==> src/rtl/sfs_pkg.sv <==
package sfs_pkg;

    localparam int SFS_XLEN       = 32;
    localparam int SFS_NREG       = 12;
    localparam int SFS_REG_BASE   = 20;
    localparam int SFS_RIDX_W     = 5;
    localparam int SFS_FRAME_W    = 5;
    localparam int SFS_WORD_BYTES = 4;

    typedef enum logic [1:0] {
        ST_IDLE = 2'd0,
        ST_XFER = 2'd1,
        ST_TGT  = 2'd2,
        ST_FIN  = 2'd3
    } sfs_state_e;

    typedef enum logic {
        MODE_BUILD = 1'b0,
        MODE_TEAR  = 1'b1
    } sfs_mode_e;

    // True when at most one bit of the list remains.
    function automatic logic last_entry(input logic [SFS_NREG-1:0] v);
        return (v & (v - 1'b1)) == '0;
    endfunction

endpackage

==> src/rtl/sfs_pick.sv <==
module sfs_pick #(
    parameter int N         = 12,
    parameter bit LOW_FIRST = 1'b1,
    localparam int IW       = $clog2(N)
) (
    input  logic [N-1:0]  vec,
    output logic          any,
    output logic [IW-1:0] idx
);

    assign any = |vec;

    generate
        if (LOW_FIRST) begin : g_low
            // Scan downward so the lowest set bit is written last.
            always_comb begin
                idx = '0;
                for (int i = N - 1; i >= 0; i--) begin
                    if (vec[i]) idx = IW'(i);
                end
            end
        end else begin : g_high
            // Scan upward so the highest set bit is written last.
            always_comb begin
                idx = '0;
                for (int i = 0; i < N; i++) begin
                    if (vec[i]) idx = IW'(i);
                end
            end
        end
    endgenerate

endmodule

==> src/rtl/sfs_math.sv <==
module sfs_math #(
    parameter int XLEN       = 32,
    parameter int FRAME_W    = 5,
    parameter int WORD_BYTES = 4
) (
    input  logic [XLEN-1:0]    base,
    input  logic [FRAME_W-1:0] frame,
    output logic [XLEN-1:0]    step_dn,
    output logic [XLEN-1:0]    step_up,
    output logic [XLEN-1:0]    frm_dn,
    output logic [XLEN-1:0]    frm_up,
    output logic [XLEN-1:0]    step_frm_dn
);

    localparam int            SH    = $clog2(WORD_BYTES);
    localparam logic [XLEN-1:0] WSTEP = XLEN'(WORD_BYTES);

    logic [XLEN-1:0] fbytes;

    assign fbytes      = XLEN'(frame) << SH;
    assign step_dn     = base - WSTEP;
    assign step_up     = base + WSTEP;
    assign frm_dn      = base - fbytes;
    assign frm_up      = base + fbytes;
    // Last push and the local-area reservation merged into one update.
    assign step_frm_dn = base - WSTEP - fbytes;

endmodule

==> src/rtl/sfs_fsm.sv <==
module sfs_fsm
    import sfs_pkg::*;
#(
    parameter int XLEN    = 32,
    parameter int NREG    = 12,
    parameter int RIDX_W  = 5,
    parameter int FRAME_W = 5,
    localparam int IW     = $clog2(NREG)
) (
    input  logic               clk,
    input  logic               rst,
    input  logic               start,
    input  logic               mode_in,
    input  logic [NREG-1:0]    mask_in,
    input  logic [FRAME_W-1:0] frame_in,
    input  logic [RIDX_W-1:0]  tgt_in,
    input  logic [XLEN-1:0]    sp_in,
    input  logic               mem_ready,
    input  logic [XLEN-1:0]    rf_rdata,
    input  logic [IW-1:0]      pick_idx,
    input  logic [XLEN-1:0]    step_dn,
    input  logic [XLEN-1:0]    step_up,
    input  logic [XLEN-1:0]    frm_dn,
    input  logic [XLEN-1:0]    frm_up,
    input  logic [XLEN-1:0]    step_frm_dn,
    output sfs_state_e         state_o,
    output sfs_mode_e          mode_o,
    output logic [NREG-1:0]    rem_o,
    output logic [FRAME_W-1:0] frame_o,
    output logic [RIDX_W-1:0]  tgt_o,
    output logic [XLEN-1:0]    sp_o,
    output logic               jvalid_o,
    output logic [XLEN-1:0]    jtgt_o
);

    sfs_state_e         state;
    sfs_mode_e          mode_q;
    logic [NREG-1:0]    rem;
    logic [FRAME_W-1:0] frame_q;
    logic [RIDX_W-1:0]  tgt_q;
    logic [XLEN-1:0]    sp_q;
    logic               jv_q;
    logic [XLEN-1:0]    jt_q;

    logic            last;
    logic [NREG-1:0] rem_next;

    assign last     = ((rem & (rem - 1'b1)) == '0);
    assign rem_next = rem & ~(NREG'(1) << pick_idx);

    always_ff @(posedge clk) begin
        if (rst) begin
            state   <= ST_IDLE;
            mode_q  <= MODE_BUILD;
            rem     <= '0;
            frame_q <= '0;
            tgt_q   <= '0;
            sp_q    <= '0;
            jv_q    <= 1'b0;
            jt_q    <= '0;
        end else begin
            case (state)
                ST_IDLE: begin
                    if (start) begin
                        mode_q  <= sfs_mode_e'(mode_in);
                        rem     <= mask_in;
                        frame_q <= frame_in;
                        tgt_q   <= tgt_in;
                        jv_q    <= 1'b0;
                        if (mode_in == MODE_TEAR) begin
                            // Release the local area before any pop.
                            sp_q <= frm_up;
                            if (mask_in != '0)     state <= ST_XFER;
                            else if (tgt_in != '0) state <= ST_TGT;
                            else                   state <= ST_FIN;
                        end else if (mask_in != '0) begin
                            sp_q  <= sp_in;
                            state <= ST_XFER;
                        end else begin
                            sp_q  <= frm_dn;
                            state <= ST_FIN;
                        end
                    end
                end
                ST_XFER: begin
                    if (mem_ready) begin
                        rem <= rem_next;
                        if (mode_q == MODE_BUILD) begin
                            sp_q <= last ? step_frm_dn : step_dn;
                            if (last) state <= ST_FIN;
                        end else begin
                            sp_q <= step_up;
                            if (last) state <= (tgt_q != '0) ? ST_TGT : ST_FIN;
                        end
                    end
                end
                ST_TGT: begin
                    jt_q  <= rf_rdata;
                    jv_q  <= 1'b1;
                    state <= ST_FIN;
                end
                default: state <= ST_IDLE;
            endcase
        end
    end

    assign state_o  = state;
    assign mode_o   = mode_q;
    assign rem_o    = rem;
    assign frame_o  = frame_q;
    assign tgt_o    = tgt_q;
    assign sp_o     = sp_q;
    assign jvalid_o = jv_q;
    assign jtgt_o   = jt_q;

    // Each completed transfer retires exactly one list entry.
    p_one_per_xfer_r1: assert property (@(posedge clk) disable iff (rst)
        (state == ST_XFER && mem_ready) |=> ($countones(rem) == $countones($past(rem)) - 1));

    // A stalled transfer leaves the list and the stack pointer alone.
    p_stall_hold_r7: assert property (@(posedge clk) disable iff (rst)
        (state == ST_XFER && !mem_ready) |=> (state == ST_XFER && $stable(rem) && $stable(sp_q)));

    // The completion state lasts one cycle.
    p_fin_once_r8: assert property (@(posedge clk) disable iff (rst)
        (state == ST_FIN) |=> (state == ST_IDLE));

    // An empty build with no local area finishes at once and keeps SP.
    p_empty_fast_r9: assert property (@(posedge clk) disable iff (rst)
        (state == ST_IDLE && start && mask_in == '0 && frame_in == '0 && mode_in == MODE_BUILD)
        |=> (state == ST_FIN && sp_q == $past(sp_in)));

    // A start pulse during an operation leaves the latched mode alone.
    p_busy_start_r10: assert property (@(posedge clk) disable iff (rst)
        (state != ST_IDLE && start) |=> (mode_q == $past(mode_q) && tgt_q == $past(tgt_q)));

endmodule

==> src/rtl/stack_frame_seq.sv <==
module stack_frame_seq
    import sfs_pkg::*;
#(
    parameter int XLEN       = SFS_XLEN,
    parameter int NREG       = SFS_NREG,
    parameter int REG_BASE   = SFS_REG_BASE,
    parameter int RIDX_W     = SFS_RIDX_W,
    parameter int FRAME_W    = SFS_FRAME_W,
    parameter int WORD_BYTES = SFS_WORD_BYTES
) (
    input  logic               clk,
    input  logic               rst,
    input  logic               start,
    input  logic               mode_in,
    input  logic [NREG-1:0]    reg_mask,
    input  logic [FRAME_W-1:0] frame_words,
    input  logic [RIDX_W-1:0]  target_reg,
    input  logic [XLEN-1:0]    sp_in,
    output logic               done,
    output logic [XLEN-1:0]    sp_out,
    output logic               jump_valid,
    output logic [XLEN-1:0]    jump_target,
    output logic [RIDX_W-1:0]  rf_raddr,
    input  logic [XLEN-1:0]    rf_rdata,
    output logic               rf_we,
    output logic [RIDX_W-1:0]  rf_waddr,
    output logic [XLEN-1:0]    rf_wdata,
    output logic               mem_req,
    output logic               mem_we,
    output logic [XLEN-1:0]    mem_addr,
    output logic [XLEN-1:0]    mem_wdata,
    input  logic [XLEN-1:0]    mem_rdata,
    input  logic               mem_ready
);

    localparam int IW = $clog2(NREG);

    sfs_state_e         state;
    sfs_mode_e          mode_q;
    logic [NREG-1:0]    rem;
    logic [FRAME_W-1:0] frame_q;
    logic [RIDX_W-1:0]  tgt_q;
    logic [XLEN-1:0]    sp_q;

    logic [IW-1:0]      idx_lo, idx_hi, pick_idx;
    logic               any_lo, any_hi;
    logic [RIDX_W-1:0]  cur_reg;

    logic [XLEN-1:0]    m_base;
    logic [FRAME_W-1:0] m_frame;
    logic [XLEN-1:0]    step_dn, step_up, frm_dn, frm_up, step_frm_dn;

    // Build walks upward from the lowest register, teardown downward.
    sfs_pick #(.N(NREG), .LOW_FIRST(1'b1)) u_pick_lo (
        .vec (rem),
        .any (any_lo),
        .idx (idx_lo)
    );

    sfs_pick #(.N(NREG), .LOW_FIRST(1'b0)) u_pick_hi (
        .vec (rem),
        .any (any_hi),
        .idx (idx_hi)
    );

    assign pick_idx = (mode_q == MODE_BUILD) ? idx_lo : idx_hi;
    assign cur_reg  = RIDX_W'(REG_BASE) + RIDX_W'(pick_idx);

    // One adder set serves the start cycle (sp_in) and the transfers (sp_q).
    assign m_base  = (state == ST_IDLE) ? sp_in : sp_q;
    assign m_frame = (state == ST_IDLE) ? frame_words : frame_q;

    sfs_math #(.XLEN(XLEN), .FRAME_W(FRAME_W), .WORD_BYTES(WORD_BYTES)) u_math (
        .base        (m_base),
        .frame       (m_frame),
        .step_dn     (step_dn),
        .step_up     (step_up),
        .frm_dn      (frm_dn),
        .frm_up      (frm_up),
        .step_frm_dn (step_frm_dn)
    );

    sfs_fsm #(.XLEN(XLEN), .NREG(NREG), .RIDX_W(RIDX_W), .FRAME_W(FRAME_W)) u_fsm (
        .clk         (clk),
        .rst         (rst),
        .start       (start),
        .mode_in     (mode_in),
        .mask_in     (reg_mask),
        .frame_in    (frame_words),
        .tgt_in      (target_reg),
        .sp_in       (sp_in),
        .mem_ready   (mem_ready),
        .rf_rdata    (rf_rdata),
        .pick_idx    (pick_idx),
        .step_dn     (step_dn),
        .step_up     (step_up),
        .frm_dn      (frm_dn),
        .frm_up      (frm_up),
        .step_frm_dn (step_frm_dn),
        .state_o     (state),
        .mode_o      (mode_q),
        .rem_o       (rem),
        .frame_o     (frame_q),
        .tgt_o       (tgt_q),
        .sp_o        (sp_q),
        .jvalid_o    (jump_valid),
        .jtgt_o      (jump_target)
    );

    assign mem_req   = (state == ST_XFER);
    assign mem_we    = mem_req && (mode_q == MODE_BUILD);
    assign mem_addr  = (mode_q == MODE_BUILD) ? step_dn : sp_q;
    assign mem_wdata = rf_rdata;

    assign rf_raddr  = (state == ST_TGT) ? tgt_q : cur_reg;
    assign rf_we     = mem_req && mem_ready && (mode_q == MODE_TEAR);
    assign rf_waddr  = cur_reg;
    assign rf_wdata  = mem_rdata;

    assign done   = (state == ST_FIN);
    assign sp_out = sp_q;

    // Stalled request keeps its address until the memory answers.
    p_req_hold_r7: assert property (@(posedge clk) disable iff (rst)
        (mem_req && !mem_ready) |=> (mem_req && $stable(mem_addr) && $stable(mem_we)));

    // No jump unless a target register was named.
    p_no_jump_r6: assert property (@(posedge clk) disable iff (rst)
        (done && tgt_q == '0) |-> !jump_valid);

    // A transfer request always has a list entry behind it.
    p_req_has_entry_r1: assert property (@(posedge clk) disable iff (rst)
        mem_req |-> (any_lo && any_hi));

    // The done pulse never repeats back to back.
    p_done_pulse_r8: assert property (@(posedge clk) disable iff (rst)
        done |=> !done);

endmodule

==> config.mk <==
export PLATFORM = sky130hd
export DESIGN_NAME = stack_frame_seq
export DESIGN_NICKNAME = d
export VERILOG_FILES = /design/src/rtl/sfs_pkg.sv /design/src/rtl/sfs_pick.sv /design/src/rtl/sfs_math.sv /design/src/rtl/sfs_fsm.sv /design/src/rtl/stack_frame_seq.sv
export SDC_FILE = /design/constraint.sdc
export NUM_CORES = 1
export LEC_CHECK = 0
export ABC_AREA = 0
export BUFFER_PORTS_ARGS = -buffer_cell sky130_fd_sc_hd__buf_4
export CAP_MARGIN = 25
export CORE_ASPECT_RATIO = 1.5
export CORE_MARGIN = 4
export CORE_UTILIZATION = 55
export DETAILED_ROUTE_END_ITERATION = 10
export PLACE_DENSITY = 0.89
export SKIP_LAST_GASP = 1
export SYNTH_ARGS = -nofsm -noshare
export SYNTH_HDL_FRONTEND = slang
export SYNTH_SLANG_ARGS = --single-unit
export TNS_END_PERCENT = 50
==> constraint.sdc <==
create_clock -name clk -period 17.1 [get_ports clk]
set_input_delay 3.42 -clock clk [delete_from_list [all_inputs] [get_ports clk]]
set_output_delay 3.42 -clock clk [all_outputs]
set_load 0.03 [all_outputs]
# Yosys cells after proc, flatten, opt, wreduce, memory -nomap -nowiden
# Cells that the tools add are included.
# totals
register_bits,90
out_inout_bits,175
elab_cells,91
# op_classes
addsub,7
n_eq_ne,6
n_shift,1
muxes,51
bitwise,4
reduce_logical,14
# op_table
op,count
32-bit 2-to-1 mux,8
4-bit 2-to-1 mux,17
32-bit one-hot mux with 2 select lines,1
32-bit by 7-bit subtractor with 32-bit output,2
32-bit by 3-bit adder with 32-bit output (second input constant),1
32-bit by 7-bit adder with 32-bit output,1
32-bit by 3-bit subtractor with 32-bit output (second input constant),1
12-bit AND,2
12-bit 2-to-1 mux,2
12-bit one-hot mux with 2 select lines,1
2-bit 2-to-1 mux,10
12-bit logical NOT,1
3-bit 2-to-1 mux,4
12-bit inverter,1
12-bit nonzero test,1
1-bit by 4-bit << shifter with 12-bit output (first input constant),1
12-bit by 1-bit subtractor with 12-bit output (second input constant),1
5-bit 2-to-1 mux,2
5-bit nonzero test,2
2-bit one-hot mux with 3 select lines,1
3-bit AND reduction,2
5-bit by 4-bit adder with 5-bit output (first input constant),1
2-bit equality test (second input constant),2
1-bit 2-to-1 mux,4
9 further kinds,14

# Logic depth before layout (Yosys ltp)
# Gate-level depths: netlist (run 1).
# logic_depth
depth_word,18
mapped_depth,26

# By module
# From an unflattened synthesis (run 1), not the netlist that was laid out.
# hier_totals
cells_unflattened,1318
hier_area_um2,10281.1
# by_module_without_submodules
module,instances,cells_each,area_per_inst_um2
sfs_fsm,1,603,5119.9
sfs_math,1,513,3404.5
stack_frame_seq,1,160,1521.5
sfs_pick at u_pick_lo,1,22,128.9
sfs_pick at u_pick_hi,1,20,106.4

# Worst setup path before layout (run 1)
# Ideal clock, no wire load.
# synth_timing
path_type,input -> output
start,input sp_in[3]
end,output mem_addr[24]
t_arrival_ps,5944
t_required_ps,13680
slack_ps,7736
path_stages,8
path_cell_list,mux2i_1 -> ha_1 -> o211ai_1 -> or3_1 -> clkbuf_1 -> o31ai_1 -> nand2_1 -> o21ai_0
# synth_between
elab_chain_len,3
# synth_rtl
element,line_no,text
from (decl),stack_frame_seq.sv:18,"input logic [XLEN-1:0] sp_in,"
32-bit 2-to-1 mux,stack_frame_seq.sv:70,assign m_base = (state == ST_IDLE) ? sp_in : sp_q;
32-bit by 3-bit subtractor with 32-bit output,sfs_math.sv:21,assign step_dn = base - WSTEP;
32-bit 2-to-1 mux,stack_frame_seq.sv:112,assign mem_addr = (mode_q == MODE_BUILD) ? step_dn : sp_q;
to (decl),stack_frame_seq.sv:30,"output logic [XLEN-1:0] mem_addr,"
# Every way passes these cells.

# Worst setup path after layout (run 1)
# layout_timing
start,input sp_in[3]
end,output mem_addr[26]
# Same word-level chain as after synthesis.

==> results.md, run 1 <==
- Status: completed
- Fin. max-slew vios: 0
- Yosys warns: 0
- Clock Path Buffers: 2
- Most common cell after layout, fill and taps aside: buf_4
- Drt first-iter violations: 1,389
- Top delay family on crit path: simple AND/OR/NAND/NOR gates
- Total Routed Length: 39.8 mm
- RSZ-0062 raised after global routing: no
- Post-route cell area: 11,600 sq um
- Cell area power density: 239 nW/um^2
- WL/cell: 23.7 microns
- Cells along the critical path: buf_4, mux2i_1, ha_1, o211ai_1, nor4b_2, nand2_1, xnor2_1, o21ai_0, buf_4
- Simple-gate share of the synthesized area: 0.243
- Vias per cell: 6.77
- Die width: 118 microns
- Mapped Nets: 1,496
- TritonCTS clock tree: done
- H-tree depth: 3
- Core Rows: 60
- Ys async rst share: 0
- Post_cts resized: 0
- ANT cells: 0
- Crit-path slowest cell: nor4b_2
- Post-synth cell types: 88
- DP HPWL: 29.2 mm
- Die height: 173 microns
- Highest-count cells in the layout ignoring fill and taps: 249 x buf_4, 153 x nand2_1, 107 x nor2_1
- Clock Pin Slew Worst Setup and Hold Paths: 80 ps
- Crit path max fanout: 6
- R2r startpoint: u_fsm.state_o[0]
- Clk sinks: 90
- Cells after Synth: 1,349
- Crit start category: primary input
- Post-DP Area: 11,300 sq um
- DRC violations left: 0
- Full die area: ~20,000 sq um
- Tmin final: 9920 ps
- # IOs: 298
- Initial antenna violation count: 0
- Routability Congestion: 1.05
- Most common cell on crit path: buf_4
- First-pass GRT wire length: 61.5 mm
- Net count reported at finish: between 1,500 and 2,000
- Post-CTS Hold Buffers: 0
- P_leak: 0.00467 uW
- Fmax: 101 MHz
- Largest net degree at the start of global routing: 83
- Min Hold Slack: 463 ps
- IO buf count: roughly 230
- Crit path DAT: 6500 ps
- Min-delay worst type: reg -> reg
- CP required: 13,680 ps
- Max IR drop VDD: ~0.00017 V
- Fin worst setup slack: 7180 ps
- WP depth: 9
- Critical path class: in -> out
- Seq/Total Area, Yosys: 0.181
- Post-CTS Setup Bufs: 0
- Top_reg_cell synth: dfxtp_1
- Final setup vio count: 0
- Tot GR Track Use: 0.376
- Netlist Area Pre-Place: approximately 10000 sq um
- CP Buf/Inv Count: 2
- Vias in the first global route: 11,137
- Adder and majority gate portion of the synthesized area: 0.0334
- Post-DRT Antenna Nets: 0
- Crit path largest cell delay: a little under 1000 ps
- Finished Core Util: 0.650
- Xor/xnor cell area share of the yosys netlist: 0.104
- DR pass1 iterations: 8
- Core Area: between 15,000 and 20,000 sq um
- Area growth syn-to-layout: 16.5%
- Yosys reg bits: 90
- Pre-CTS WS: between 7000 and 8000 ps
- Skew final: approximately 15 ps
- CTS Root Cell: clkbuf_16
- Crit share post-route: 0.580
- Layout cells sized above 1: 0.220
- # fillers: 1,604
- Worst Reg-to-Reg Cells: 13
- CP Launch Point: sp_in[3]
- Initial Util: 0.558
- CP Capture Type: output pin
- Worst-Skew Late Latency: 370 ps
- CP Capture Point: mem_addr[26]
- CTS Buf Count: 9
- Multiplexer share of the synthesized area: 0.103
- GR Overflow Total: 0
- Mean post-synth cell area: 7.39 sq um
- Worst slew margin: 0.256
- Main combinational cell family by area after synthesis: simple AND/OR/NAND/NOR gates
- RR Endpoint: u_fsm.sp_o[30]
- TNS Setup: 0 ps
- Final Hold Vio Count: 0
- Compound-Gate Fraction of Synth Area: 0.232
- Worst-Margin Slew: 1110 ps
- Reg2reg setup slack: 10,670 ps
- Via count: 11,381
- Max cap viols: 0
- Post-synth EDFFs: 0
## final cells by class
type | count | area (sq um) | area share
multi-input cells | 1067 | 7160 | 0.616
repair buffers | 253 | 1920 | 0.166
flip-flops and latches | 90 | 1800 | 0.155
well taps | 217 | 272 | 0.0234
clock buffers | 9 | 225 | 0.0194
inverters | 39 | 146 | 0.0126
clock inverters | 7 | 81.3 | 0.00701
## state kept, by name, indices dropped and copies added (netlist names)
| signal | count |
|---|---|
| u_fsm.frame_o | 5 |
| u_fsm.sp_o | 32 |
| u_fsm.state_o | 2 |
| u_fsm.tgt_o | 5 |
| u_fsm.jtgt_o | 32 |
| u_fsm.jvalid_o | 1 |
| u_fsm.mode_o | 1 |
| u_fsm.rem_o | 12 |
## how the worst min path moves through the flow
stage / from / to / slack, ps / cells after the start
2_1_floorplan: u_fsm.frame_o[0] / u_fsm.frame_o[0] / 430 / 2
3_5_place_dp: u_fsm.frame_o[1] / u_fsm.frame_o[1] / 450 / 2
3_3_place_gp: u_fsm.frame_o[0] / u_fsm.frame_o[0] / 440 / 2
4_1_cts: u_fsm.frame_o[0] / u_fsm.frame_o[0] / 470 / 2
5_1_grt: u_fsm.frame_o[0] / u_fsm.frame_o[0] / 480 / 2
6_report: u_fsm.frame_o[0] / u_fsm.frame_o[0] / 460 / 2
## cells by family (layout without fill, tap and decap cells)
kind of cell	Yosys count	in the layout
simple gates	480	480
compound gates	346	346
buf+inv	192	308
xor+xnor	118	118
mux	98	98
flops	90	90
fa+ha+maj	25	25
## through the flow
step | total power [uW] | instances
3_3_place_gp | 2460 | 1662
6_report | 2780 | 1682
3_5_place_dp | 2500 | 1665
2_1_floorplan | 1910 | 1349
5_1_grt | 2940 | 1682
4_1_cts | 2720 | 1681
## tightest hold or removal path: stages (launching register included)
cell and delay [ps]:
dfxtp_1 310, nand2_1 50, a21oi_1 50
## synthesized netlist by cell type (20+ instances only)
master	n	area share
buf_4	65	0.049
xnor2_1	75	0.066
a21oi_1	93	0.047
mux2_2	20	0.023
a211oi_1	20	0.015
nor4_1	21	0.013
dfxtp_1	90	0.18
o211ai_1	22	0.017
clkbuf_1	67	0.025
o21ai_0	62	0.031
nor2_1	107	0.040
mux2i_1	72	0.072
inv_1	37	0.014
xor2_1	43	0.038
nor3_1	39	0.020
nand3_1	32	0.016
a22oi_1	20	0.015
ha_1	21	0.026
nand2_1	153	0.058
## power breakdown
part           internal [uW]  switching (uW)
Combinational            791            1380
Sequential               277             115
Clock                    105             108
## layer usage
| layer | global-route usage | share of wire | vias to the layer above |
|---|---|---|---|
| li1 | - | - | 5056 |
| met4 | 0.290 | 0.090 | 0 |
| met1 | 0.404 | 0.34 | 5266 |
| met3 | 0.0730 | 0.089 | 258 |
| met5 | 0 | 0 | - |
| met2 | 0.646 | 0.48 | 801 |
Note: power is estimated with default switching activity, not from simulation.
==> run 2: changes to the inputs <==
CORE_UTILIZATION = 54   (was 55)
PLACE_DENSITY = 0.88   (was 0.89)
clock period = 9.65 ns   (was 17.1 ns; I/O delays follow)
==> run 2 against run 1 <==
Compared with the run above:
- sequential cell count stayed put
- die area rose by 1.7%
- final area up 0.12%
- non-clock buffer count is 4 higher
- wire length rose by 0.30%
- combinational power increased by 77%
- sequential power up 76%
- clock power rose by 79%
- total power is 77% higher
- count of clock-buffer cells in the layout did not move
- sequential share of layout area about the same
- first-iteration DRC count fell by 28%
- critical path type unchanged
- largest cell class unchanged
- largest power group unchanged
- highest routed layer unchanged
==> results.md, run 2 (synthesis results as in run 1) <==
- RSZ-0062 raised after global routing: no
- Core Area: 18,000 sq um (+0.84%)
- Largest net degree at the start of global routing: 83 (unchanged)
- Routability Congestion: 1.03 (-2.1%)
- Post_cts resized: 0 (unchanged)
- Post-CTS Hold Buffers: 0 (unchanged)
- Switching fraction of total power: 0.576 (-0.00189)
- Met2 GRT Util: 0.645 (-0.000946)
- Initial antenna violation count: 0 (unchanged)
- Top Usage Layer GRT: met2
- Clock Path Buffers: 2 (unchanged)
- Crit path max fanout: 6 (unchanged)
- Crit path DAT: 5000 ps (-1500 ps)
- Highest-count cells in the layout ignoring fill and taps: 254 x buf_4, 153 x nand2_1, 107 x nor2_1
- Drt first-iter violations: 999 (-28%)
- Post-route cell area: 11,600 sq um (+0.12%)
- Tot Pwr: 4910 uW (+77%)
- Max cap viols: 0 (unchanged)
- GR Overflow Total: 0 (unchanged)
- TritonCTS clock tree: done
- # IOs: 298 (unchanged)
- Die height: 174 microns (+0.88%)
- ANT cells: 0 (unchanged)
- Cell area power density: 422 nW/um^2 (+76%)
- WL/cell: 23.7 microns (about the same)
- CTS Root Cell: clkbuf_16
- Fin. max-slew vios: 0 (unchanged)
- Full die area: 20,700 sq um (+1.7%)
- Status: completed
- Net count reported at finish: 1,611 (+0.25%)
- Initial Util: 0.553 (-0.00465)
- Min-delay worst type: reg -> reg
- Max IR drop VDD: 0.000267 V (+54%)
- P_leak: 0.00468 uW (+0.28%)
- Core Rows: 60 (unchanged)
- Worst slew margin: 0.268 (+0.0123)
- Final setup vio count: 0 (unchanged)
- TNS Setup: 0 ps (unchanged)
- Share of power burned in registers: 0.140 (about the same)
- Placed cell count: 1,668 (+0.18%)
- Crit-path slowest cell: nor4b_2
- Clock Power Share: 0.078 (about the same)
- Non-filler instance count after layout: 1,686 (+0.24%)
- Via count: 11,309 (-0.63%)
- Tmin final: 6930 ps
- Tot GR Track Use: 0.369 (-0.00722)
- Met1 usage: 0.372 (-0.0313)
- Critical path class: in -> out
- Worst-Skew Late Latency: 370 ps (about the same)
- Post-CTS Setup Bufs: 0 (unchanged)
- DR pass1 iterations: 7 (-1)
- DP HPWL: 29.8 mm (+1.9%)
- Sw power: 2830 uW (+76%)
- H-tree depth: 3 (unchanged)
- Total Routed Length: 39.9 mm (+0.30%)
- GRT met3 Usage: 0.0713 (-0.00168)
- CTS Buf Count: 9 (unchanged)
- Fmax: 144 MHz
- CP Capture Type: output pin
- Most common cell after layout, fill and taps aside: buf_4
- Vias per cell: 6.71 (-0.87%)
- Power Internal: 2080 uW (+77%)
- Crit path largest cell delay: 980 ps (about the same)
- Layout cells sized above 1: 0.223 (+0.00212)
- Skew final: 15.3 ps (+0.529 ps)
- Crit share post-route: 0.718
- Post-DP Area: 11,300 sq um (+0.10%)
- Clk sinks: 90 (unchanged)
- Post-DRT Antenna Nets: 0 (unchanged)
- Crit start category: primary input
- Vias in the first global route: 11,094 (-0.39%)
- Worst-Margin Slew: 1100 ps (-17.2 ps)
- Clock Pin Slew Worst Setup and Hold Paths: 70 ps (about the same)
- Die width: 119 microns (+0.86%)
- First-pass GRT wire length: 60.7 mm (-1.3%)
- CP required: 7720 ps (-5960 ps)
- Cells along the critical path: buf_4, mux2i_1, ha_1, o211ai_1, nor4b_2, nand2_1, xnor2_1, o21ai_0, buf_4
- Combinational share of power: 0.782 (about the same)
- Fin worst setup slack: 2720 ps (-4460 ps)
- DRC violations left: 0 (unchanged)
- Most common cell on crit path: buf_4
- IO buf count: 233 (unchanged)
- Area growth syn-to-layout: 16.6%
- Pre-CTS WS: 2820 ps (-4490 ps)
- Final Hold Vio Count: 0 (unchanged)
-- run 2: area by class of cell --
type                            instances  area [sq um]
Multi-Input combinational cell       1067          7160
Fill cell                            1624          6400
Sequential cell                        90          1800
Clock inverter                          7          76.3
Clock buffer                            9           225
Inverter                               39           146
Timing Repair Buffer                  257          1940
Tap cell                              217           272
-- run 2: power by group through the flow --
stage               registers, uW  logic [uW]  clock network (uW)
finish                        689        3840                 381
global route                  708        4080                 395
CTS                           682        3760                 381
detailed placement            689        3740                   0
global placement              685        3680                   0
floorplan                     755        2630                   0
-- run 2: metal layers --
metal | vias to the layer above | routed length (microns)
met1 | 5198 | 13200
met5 | - | 0
met4 | 0 | 3940
met2 | 778 | 19300
li1 | 5065 | -
met3 | 268 | 3470
-- run 2: path summary, 6_finish.rpt --
check | startpoint | to | slack (ps) | depth (start not counted)
worst max-delay path | sp_in[3] | mem_addr[26] | 2720 | 9
worst min-delay path | u_fsm.frame_o[1] | u_fsm.frame_o[1] | 460 | 2
worst max register to register | u_fsm.state_o[0] | u_fsm.sp_o[31] | 3940 | 13
worst min register to register | u_fsm.frame_o[1] | u_fsm.frame_o[1] | 460 | 2
-- run 2: critical path, delay by kind of cell --
family,cells,cell delay [ps]
and+or+nand+nor,2,1140
AOI/OAI and AO/OA,2,420
buffers and inverters,2,330
adders and majority gates,1,320
xor gates and xnor gates,1,440
muxes,1,420
-- run 2: through the flow --
stage          hold slack, ps   util
2_1_floorplan             434      -
3_3_place_gp              439  0.626
3_5_place_dp              457  0.628
4_1_cts                   467  0.644
5_1_grt                   493  0.645
6_report                  464  0.645
